`src/rtl/scan_port_pkg.sv`:
```
package scan_port_pkg;

  typedef enum logic [3:0] {
    TAP_RESET, TAP_IDLE,
    TAP_SEL_DR, TAP_CAP_DR, TAP_SHIFT_DR, TAP_EX1_DR, TAP_PAUSE_DR, TAP_EX2_DR, TAP_UPD_DR,
    TAP_SEL_IR, TAP_CAP_IR, TAP_SHIFT_IR, TAP_EX1_IR, TAP_PAUSE_IR, TAP_EX2_IR, TAP_UPD_IR
  } tapState_e;

  typedef enum logic [2:0] {
    LINK_RESET, LINK_OFF, LINK_ACK, LINK_ON, LINK_MCAST
  } linkState_e;

  // Strobes from control to datapath
  typedef struct packed {
    logic fwdEn;    // forward paths (TMS, TDI) connected
    logic retEn;    // return path (secondary data to primary) connected
    logic ackEn;    // acknowledgment owns the primary data output
    logic ackBit;   // acknowledgment symbol bit
    logic tmsHigh;  // reset condition forces secondary TMS high
  } linkStrobes_t;

  function automatic tapState_e tapStep(input tapState_e s, input logic tms);
    case (s)
      TAP_RESET:    return tms ? TAP_RESET    : TAP_IDLE;
      TAP_IDLE:     return tms ? TAP_SEL_DR   : TAP_IDLE;
      TAP_SEL_DR:   return tms ? TAP_SEL_IR   : TAP_CAP_DR;
      TAP_CAP_DR:   return tms ? TAP_EX1_DR   : TAP_SHIFT_DR;
      TAP_SHIFT_DR: return tms ? TAP_EX1_DR   : TAP_SHIFT_DR;
      TAP_EX1_DR:   return tms ? TAP_UPD_DR   : TAP_PAUSE_DR;
      TAP_PAUSE_DR: return tms ? TAP_EX2_DR   : TAP_PAUSE_DR;
      TAP_EX2_DR:   return tms ? TAP_UPD_DR   : TAP_SHIFT_DR;
      TAP_UPD_DR:   return tms ? TAP_SEL_DR   : TAP_IDLE;
      TAP_SEL_IR:   return tms ? TAP_RESET    : TAP_CAP_IR;
      TAP_CAP_IR:   return tms ? TAP_EX1_IR   : TAP_SHIFT_IR;
      TAP_SHIFT_IR: return tms ? TAP_EX1_IR   : TAP_SHIFT_IR;
      TAP_EX1_IR:   return tms ? TAP_UPD_IR   : TAP_PAUSE_IR;
      TAP_PAUSE_IR: return tms ? TAP_EX2_IR   : TAP_PAUSE_IR;
      TAP_EX2_IR:   return tms ? TAP_UPD_IR   : TAP_SHIFT_IR;
      TAP_UPD_IR:   return tms ? TAP_SEL_DR   : TAP_IDLE;
      default:      return TAP_RESET;
    endcase
  endfunction

endpackage

```
`src/rtl/sp_link_control.sv`:
```
module sp_link_control
  import scan_port_pkg::*;
#(
  parameter int ADDR_W = 10
) (
  input  logic              pTck,
  input  logic              pTrstN,
  input  logic              pTms,
  input  logic              pTdi,
  input  logic              bypassN,
  input  logic [ADDR_W-1:0] boardAddr,
  output linkStrobes_t      strobes
);

  localparam int CNT_W   = $clog2(ADDR_W + 1);
  localparam int ACK_LEN = 2 * ADDR_W;
  localparam int ACK_W   = $clog2(ACK_LEN);
  localparam logic [ADDR_W-1:0] ADDR_DISC = {ADDR_W{1'b1}};
  localparam logic [ADDR_W-1:0] ADDR_RST  = ADDR_DISC - 1'b1;
  localparam logic [ADDR_W-1:0] ADDR_SYNC = ADDR_DISC - 2'd2;

  tapState_e  tapState, tapNext;
  linkState_e linkState;

  logic              rxHalf, rxFirst, rxFramed;
  logic [CNT_W-1:0]  rxCnt;
  logic [ADDR_W-1:0] rxShift;
  logic [ACK_W-1:0]  ackCnt;
  logic [ADDR_W-1:0] ackShift;

  assign tapNext = tapStep(tapState, pTms);

  always_ff @(posedge pTck or negedge pTrstN) begin
    if (!pTrstN) tapState <= TAP_RESET;
    else         tapState <= tapNext;
  end

  logic tapStable, tapPause, rxActive, pairEqual, endSym, strapReserved;

  always_comb begin
    tapPause  = (tapState == TAP_PAUSE_DR) || (tapState == TAP_PAUSE_IR);
    tapStable = tapPause || (tapState == TAP_IDLE) || (tapState == TAP_RESET);
    rxActive  = bypassN && tapStable && (tapNext == tapState) && (linkState != LINK_ACK);
    pairEqual = (rxFirst == pTdi);
    endSym    = rxActive && rxHalf && pairEqual && rxFramed && (rxCnt == CNT_W'(ADDR_W));
    strapReserved = (boardAddr == ADDR_DISC) || (boardAddr == ADDR_RST) || (boardAddr == ADDR_SYNC);
  end

  always_ff @(posedge pTck or negedge pTrstN) begin
    if (!pTrstN) begin
      linkState <= LINK_RESET;
      rxHalf    <= 1'b0;
      rxFirst   <= 1'b0;
      rxFramed  <= 1'b0;
      rxCnt     <= '0;
      rxShift   <= '0;
      ackCnt    <= '0;
      ackShift  <= '0;
    end else if (!bypassN) begin
      rxHalf   <= 1'b0;
      rxFramed <= 1'b0;
      rxCnt    <= '0;
    end else begin
      if (linkState == LINK_ACK) begin
        ackCnt <= ackCnt + 1'b1;
        if (ackCnt[0]) ackShift <= {ackShift[ADDR_W-2:0], 1'b0};
        if (ackCnt == ACK_W'(ACK_LEN - 1)) linkState <= LINK_ON;
      end
      if (!rxActive) begin
        rxHalf   <= 1'b0;
        rxFramed <= 1'b0;
        rxCnt    <= '0;
      end else if (!rxHalf) begin
        rxFirst <= pTdi;
        rxHalf  <= 1'b1;
      end else begin
        rxHalf <= 1'b0;
        if (pairEqual) begin
          rxFramed <= 1'b1;
          rxCnt    <= '0;
          if (endSym) begin
            if (rxShift == ADDR_DISC)      linkState <= LINK_OFF;
            else if (rxShift == ADDR_RST)  linkState <= LINK_RESET;
            else if (rxShift == ADDR_SYNC) begin
              if (tapPause) linkState <= LINK_MCAST;
            end else if (rxShift == boardAddr && !strapReserved) begin
              linkState <= LINK_ACK;
              ackCnt    <= '0;
              ackShift  <= boardAddr;
            end else linkState <= LINK_OFF;
          end
        end else if (rxFramed && rxCnt != CNT_W'(ADDR_W)) begin
          rxShift <= {rxShift[ADDR_W-2:0], rxFirst};
          rxCnt   <= rxCnt + 1'b1;
        end else begin
          rxFramed <= 1'b0;
          rxCnt    <= '0;
        end
      end
    end
  end

  always_comb begin
    strobes.fwdEn   = !bypassN || (linkState == LINK_ON) || (linkState == LINK_MCAST);
    strobes.retEn   = !bypassN || (linkState == LINK_ON);
    strobes.ackEn   = bypassN && (linkState == LINK_ACK);
    strobes.ackBit  = ackShift[ADDR_W-1] ^ ackCnt[0];
    strobes.tmsHigh = bypassN && (linkState == LINK_RESET);
  end

endmodule

```
`src/rtl/sp_link_datapath.sv`:
```
module sp_link_datapath
  import scan_port_pkg::*;
(
  input  logic         pTck,
  input  logic         pTrstN,
  input  logic         pTms,
  input  logic         pTdi,
  input  logic         sTdi,
  input  linkStrobes_t strobes,
  output logic         pTdo,
  output logic         pTdoEn,
  output logic         sTms,
  output logic         sTdo,
  output logic         sTdoEn,
  output logic         connectN
);

  logic holdTms;

  // Last forwarded TMS level, kept for the disconnected state
  always_ff @(posedge pTck or negedge pTrstN) begin
    if (!pTrstN)               holdTms <= 1'b1;
    else if (strobes.fwdEn)    holdTms <= pTms;
    else if (strobes.tmsHigh)  holdTms <= 1'b1;
  end

  always_comb begin
    sTms     = strobes.fwdEn ? pTms : (strobes.tmsHigh ? 1'b1 : holdTms);
    sTdo     = strobes.fwdEn ? pTdi : 1'b0;
    sTdoEn   = strobes.fwdEn;
    pTdo     = strobes.ackEn ? strobes.ackBit : (strobes.retEn ? sTdi : 1'b0);
    pTdoEn   = strobes.ackEn || strobes.retEn;
    connectN = !strobes.fwdEn;
  end

endmodule

```
`src/rtl/scan_port_switch.sv`:
```
module scan_port_switch
  import scan_port_pkg::*;
#(
  parameter int ADDR_W = 10
) (
  input  logic              pTck,
  input  logic              pTrstN,
  input  logic              pTms,
  input  logic              pTdi,
  output logic              pTdo,
  output logic              pTdoEn,
  input  logic              bypassN,
  input  logic [ADDR_W-1:0] boardAddr,
  output logic              connectN,
  output logic              sTck,
  output logic              sTrstN,
  output logic              sTms,
  input  logic              sTdi,
  output logic              sTdo,
  output logic              sTdoEn
);

  linkStrobes_t strobes;

  assign sTck   = pTck;
  assign sTrstN = pTrstN;

  sp_link_control #(.ADDR_W(ADDR_W)) ctrl_i (
    .pTck(pTck), .pTrstN(pTrstN), .pTms(pTms), .pTdi(pTdi),
    .bypassN(bypassN), .boardAddr(boardAddr), .strobes(strobes)
  );

  sp_link_datapath dp_i (
    .pTck(pTck), .pTrstN(pTrstN), .pTms(pTms), .pTdi(pTdi), .sTdi(sTdi),
    .strobes(strobes), .pTdo(pTdo), .pTdoEn(pTdoEn), .sTms(sTms),
    .sTdo(sTdo), .sTdoEn(sTdoEn), .connectN(connectN)
  );

endmodule

```
`config.mk`:
```
export PLATFORM = sky130hd
export DESIGN_NAME = scan_port_switch
export DESIGN_NICKNAME = d
export VERILOG_FILES = /design/src/rtl/scan_port_pkg.sv /design/src/rtl/sp_link_control.sv /design/src/rtl/sp_link_datapath.sv /design/src/rtl/scan_port_switch.sv
export SDC_FILE = /design/constraint.sdc
export NUM_CORES = 1
export LEC_CHECK = 0
export CAP_MARGIN = 5
export CORE_ASPECT_RATIO = 1.4
export CORE_MARGIN = 2
export CORE_UTILIZATION = 57
export CTS_BUF_LIST = sky130_fd_sc_hd__clkbuf_16
export DETAILED_ROUTE_END_ITERATION = 6
export DONT_BUFFER_PORTS = 1
export HOLD_SLACK_MARGIN = 0.03
export PLACE_DENSITY = 0.84
export SLEW_MARGIN = 10
export SYNTH_ARGS = -nofsm -noshare
export SYNTH_HDL_FRONTEND = slang
export SYNTH_SLANG_ARGS = --single-unit
```
`constraint.sdc`:
```
create_clock -name pTck -period 1.95 [get_ports pTck]
set_clock_uncertainty 0.05 [all_clocks]
set_input_delay 0.39 -clock pTck [delete_from_list [all_inputs] [get_ports pTck]]
set_output_delay 0.39 -clock pTck [all_outputs]
set_load 0.01 [all_outputs]
```
==> metrics.md <==
| Metric | Value |
|---|---|
| CTS root buffer | clkbuf_16 |
| Hold_ws | 156 ps |
| Layout area overhead | 29.8% |
| 1st-iter DRT viols | 143 |
| Critical path capture point type | flip-flop |
| Ys async rst share | 1.00 |
| Total grt overflow | 0 |
| Crit-path slowest cell | dfrtp_1 |
| Crit path launch type | flip-flop |
| Status | finished, violations left |
| Top cells by area, synth | dfrtp_1 42%, mux2_2 5.8%, xor2_1 5.3%, a21o_1 3.2%, a22o_1 3.0% |
| Hold depth | 1 |
| Gate Count Post-Synth | 235 |
| Max rail drop VDD | 0.000873 V |
| Final Hold Vio Count | 0 |
| Synthesized-area fraction occupied by adder cells | 0.0162 |
| R2R cell count | 9 |
| FP Rows | 27 |
| Setup TNS | -5070 ps |
| Simple-gate share of the synthesized area | 0.211 |
| Reg2reg start | ctrl_i.rxShift[6] |
| Fillers | 235 |
| Slew margin rel. | 0.724 |
| Final min period | 2260 ps |
| Setup Crit Path Kind | flip-flop to flip-flop |
| CTS Buf Count | 5 |
| Final WL | 6690 um |
| Setup slack, reg-to-reg | -310 ps |
| Final setup vio count | 29 |
| Worst Path Arrival | 2380 ps |
| PortBufs | 0 |
| Post-synthesis xor/xnor area fraction | 0.0605 |
| CP max stage delay | 390 ps |
| Clock Path Buffers | 2 |
| Register area share after synthesis | 0.433 |
| RSZ-0062 raised after global routing | yes |
| Share of layout cells above drive strength 1 | 0.355 |
| Remaining antenna violation count | 0 |
| Worst-path maximum fanout | 8 |
| Via count | 2,159 |
| TritonCTS clock tree | built |
| Core ar. | 3920 um2 |
| Final slew viol count | 0 |
| Hold crit path type | primary input to flip-flop |
| Netlist cell types | 53 |
| Least-Margin Pin Slew | 407 ps |
| Largest family of logic cells by synthesized area | simple AND/OR/NAND/NOR gates |
| Min-delay src | pTms |
| CP most frequent cell | buf_4 |
| LEAKAGE | 1.49 nW |
| CTS HTree Levels | 2 |
| Initial Util | 0.591 |
| Initial antenna violation count | 0 |
| Pin count of the biggest net entering global routing | 41 |
| Share of the synthesized area in the top cell type | 0.421 |
| CP Launch Point | ctrl_i.rxShift[6] |
| EDFF count, synth | 0 |
| Antenna cells | 0 |
| DR DRC count | 0 |
| Critical Path RT | 2070 ps |
| DIE AREA | 4600 um2 |
| Vias per Instance | 6.48 |
| CP cell instances | buf_4 -> buf_6 -> xor2_1 -> nor4_1 -> nand3_1 -> nor4_4 -> buf_4 -> nor2_4 -> a21o_1 |
| Die width | 57.9 um |
| Syn Std Cell Area | 2320 um2 |
| First drt pass iteration count | 5 |
| Wirelength per Cell | 20.1 um |
| Reg2Reg Capture Point | ctrl_i.ackShift[7] |
| Post-synthesis net count | 254 |
| Final core occ | 0.767 |
| Die height | 79.4 um |
| Cell taking the most area after synthesis | dfrtp_1 |
| Tot GR Track Use | 0.284 |
| Worst-path clk slew | 60 ps |
| Mux cell area share after synthesis | 0.0583 |
| Post-route clock period utilization | 1.16 |
| Dominant synthesized flop cell | dfrtp_1 |
| Ys Warns | 0 |
| Fmax | 443 MHz |
| Sink Count | 40 |
| Worst Hold Endpoint | ctrl_i.tapState[1] |
| Clock Latency Late Sink | 280 ps |
| GPL Wtd Cong | 0.837 |
| Synth Area in Compound Gates | 0.181 |
| Max-cap violations | 0 |
| Vias in the first global route | 2,112 |
| Avg Cell Area, Syn | 9.86 um2 |
| Violated checks | setup timing |
| Worst setup margin | -307 ps |
| IO Pins | 24 |
| First-pass GRT wire length | 9890 um |
| Layout Nets | 308 |
| Power density over the cells | 878 nW/um2 |
| Seq cells post-synth | 40 |
| Post-DP HPWL | 3600 um |
==> kinds of logic after synthesis <==
logic type               count (synthesis)
multiplexers                            12
XOR/XNOR                                16
adder cells (fa/ha/maj)                  3
flip-flops                              40
AO/OA/AOI/OAI                           63
buffers and inverters                   20
AND/OR/NAND/NOR                         81
==> per-stage QoR <==
stage | cells | setup WS (ps) | total power, mW | cell area [um2]
final | 333 | -307 | 2.64 | 3010
after detailed placement | 304 | -121 | 1.68 | 2600
after global routing | 333 | -556 | 2.77 | 3010
after floorplan | 235 | -167 | 1.49 | 2330
after CTS | 327 | -78.4 | 2.57 | 2930
after global placement | 304 | -76.2 | 1.66 | 2600
==> flip-flops by register name (all words and copies together) (netlist names) <==
name and cells:
ctrl_i.ackShift 10, ctrl_i.rxShift 10, ctrl_i.ackCnt 5, ctrl_i.rxCnt 4, ctrl_i.tapState 4, ctrl_i.linkState 3, ctrl_i.rxFirst 1, ctrl_i.rxFramed 1
ctrl_i.rxHalf 1, dp_i.holdTms 1
==> repair_timing <==
action | in CTS | in global routing
cloned | 1 | 0
hold buffers | 2 | 0
endpoints found under the hold margin | 40 | 0
resized for setup | 18 | 9
pin swaps | 12 | 10
endpoints found under the setup margin | 30 | 32
buffers inserted | 12 | 7
==> cell usage in the layout, fill, tap and decap left out, types with 2 or more instances in the layout <==
cell,Yosys,layout
xor2_1,14,14
nand3b_1,3,3
nand2_1,16,16
a21o_1,10,10
buf_4,2,53
nor2_2,1,4
clkbuf_16,0,5
and3_1,4,4
xnor2_1,2,2
nor4_1,3,2
o31ai_1,4,3
o21a_1,2,2
a21oi_1,12,11
nand4_1,5,5
dfrtp_1,39,37
inv_1,7,9
nand2b_1,4,4
nor2b_1,4,4
a22o_1,8,8
nand3_1,7,6
o21ai_0,12,11
nor2_1,16,12
ha_1,3,3
nor4_4,3,4
buf_6,1,3
dfrtp_2,0,2
or2_2,2,2
o21ai_2,0,2
nor3b_1,2,2
o22ai_1,5,5
mux2_2,12,12
==> per-layer routing <==
layer	vias up	global-route usage	share of wire
met3	43	0.0616	0.051
met1	1053	0.327	0.37
met2	104	0.481	0.51
met4	0	0.153	0.070
li1	959	-	-
met5	-	0	0
==> synth_stat cells (3+ instances only) <==
master	count
nand2_1	16
inv_1	7
nor2b_1	4
a22o_1	8
nand2b_1	4
mux2_2	12
o22ai_1	5
nor2_1	16
nor4_4	3
nand4_1	5
a21o_1	10
dfrtp_1	39
nor4_1	3
nand3_1	7
xor2_1	14
o31ai_1	4
ha_1	3
nand3b_1	3
buf_2	3
a21oi_1	12
o21ai_0	12
clkbuf_1	5
and3_1	4
==> power by group <==
part / leakage, nW / internal (mW) / switching, mW / total [mW]
combinational: 0.880 / 0.441 / 0.469 / 0.910
sequential: 0.539 / 0.896 / 0.0682 / 0.964
clock: 0.0738 / 0.460 / 0.307 / 0.767
==> worst max-delay path by stage <==
stage | depth (start not counted) | endpoint | slack [ps]
after floorplan | 8 | ctrl_i.ackCnt[1] | -170
after global placement | 7 | ctrl_i.ackShift[9] | -80
after detailed placement | 7 | ctrl_i.ackShift[4] | -120
after CTS | 9 | ctrl_i.ackShift[5] | -80
after global routing | 9 | ctrl_i.ackShift[7] | -560
final | 9 | ctrl_i.ackShift[7] | -310
==> final cells by class <==
class / count / area [um2] / share of cell area
Clock buffer: 5 / 125 / 0.0416
Clock inverter: 3 / 11.3 / 0.00375
Inverter: 8 / 30.0 / 0.00999
Multi-Input combinational cell: 175 / 1320 / 0.437
Sequential cell: 40 / 1000 / 0.334
Tap cell: 43 / 53.8 / 0.0179
Timing Repair Buffer: 59 / 467 / 0.155
==> worst max-delay path: cells and delay by family, from the launching register on <==
kind,cells,cell delay [ps]
simple gates,4,940
buf+inv,3,440
flops,1,390
compound gates,1,190
xor+xnor,1,140
Note: power is estimated with default switching activity, not from simulation.
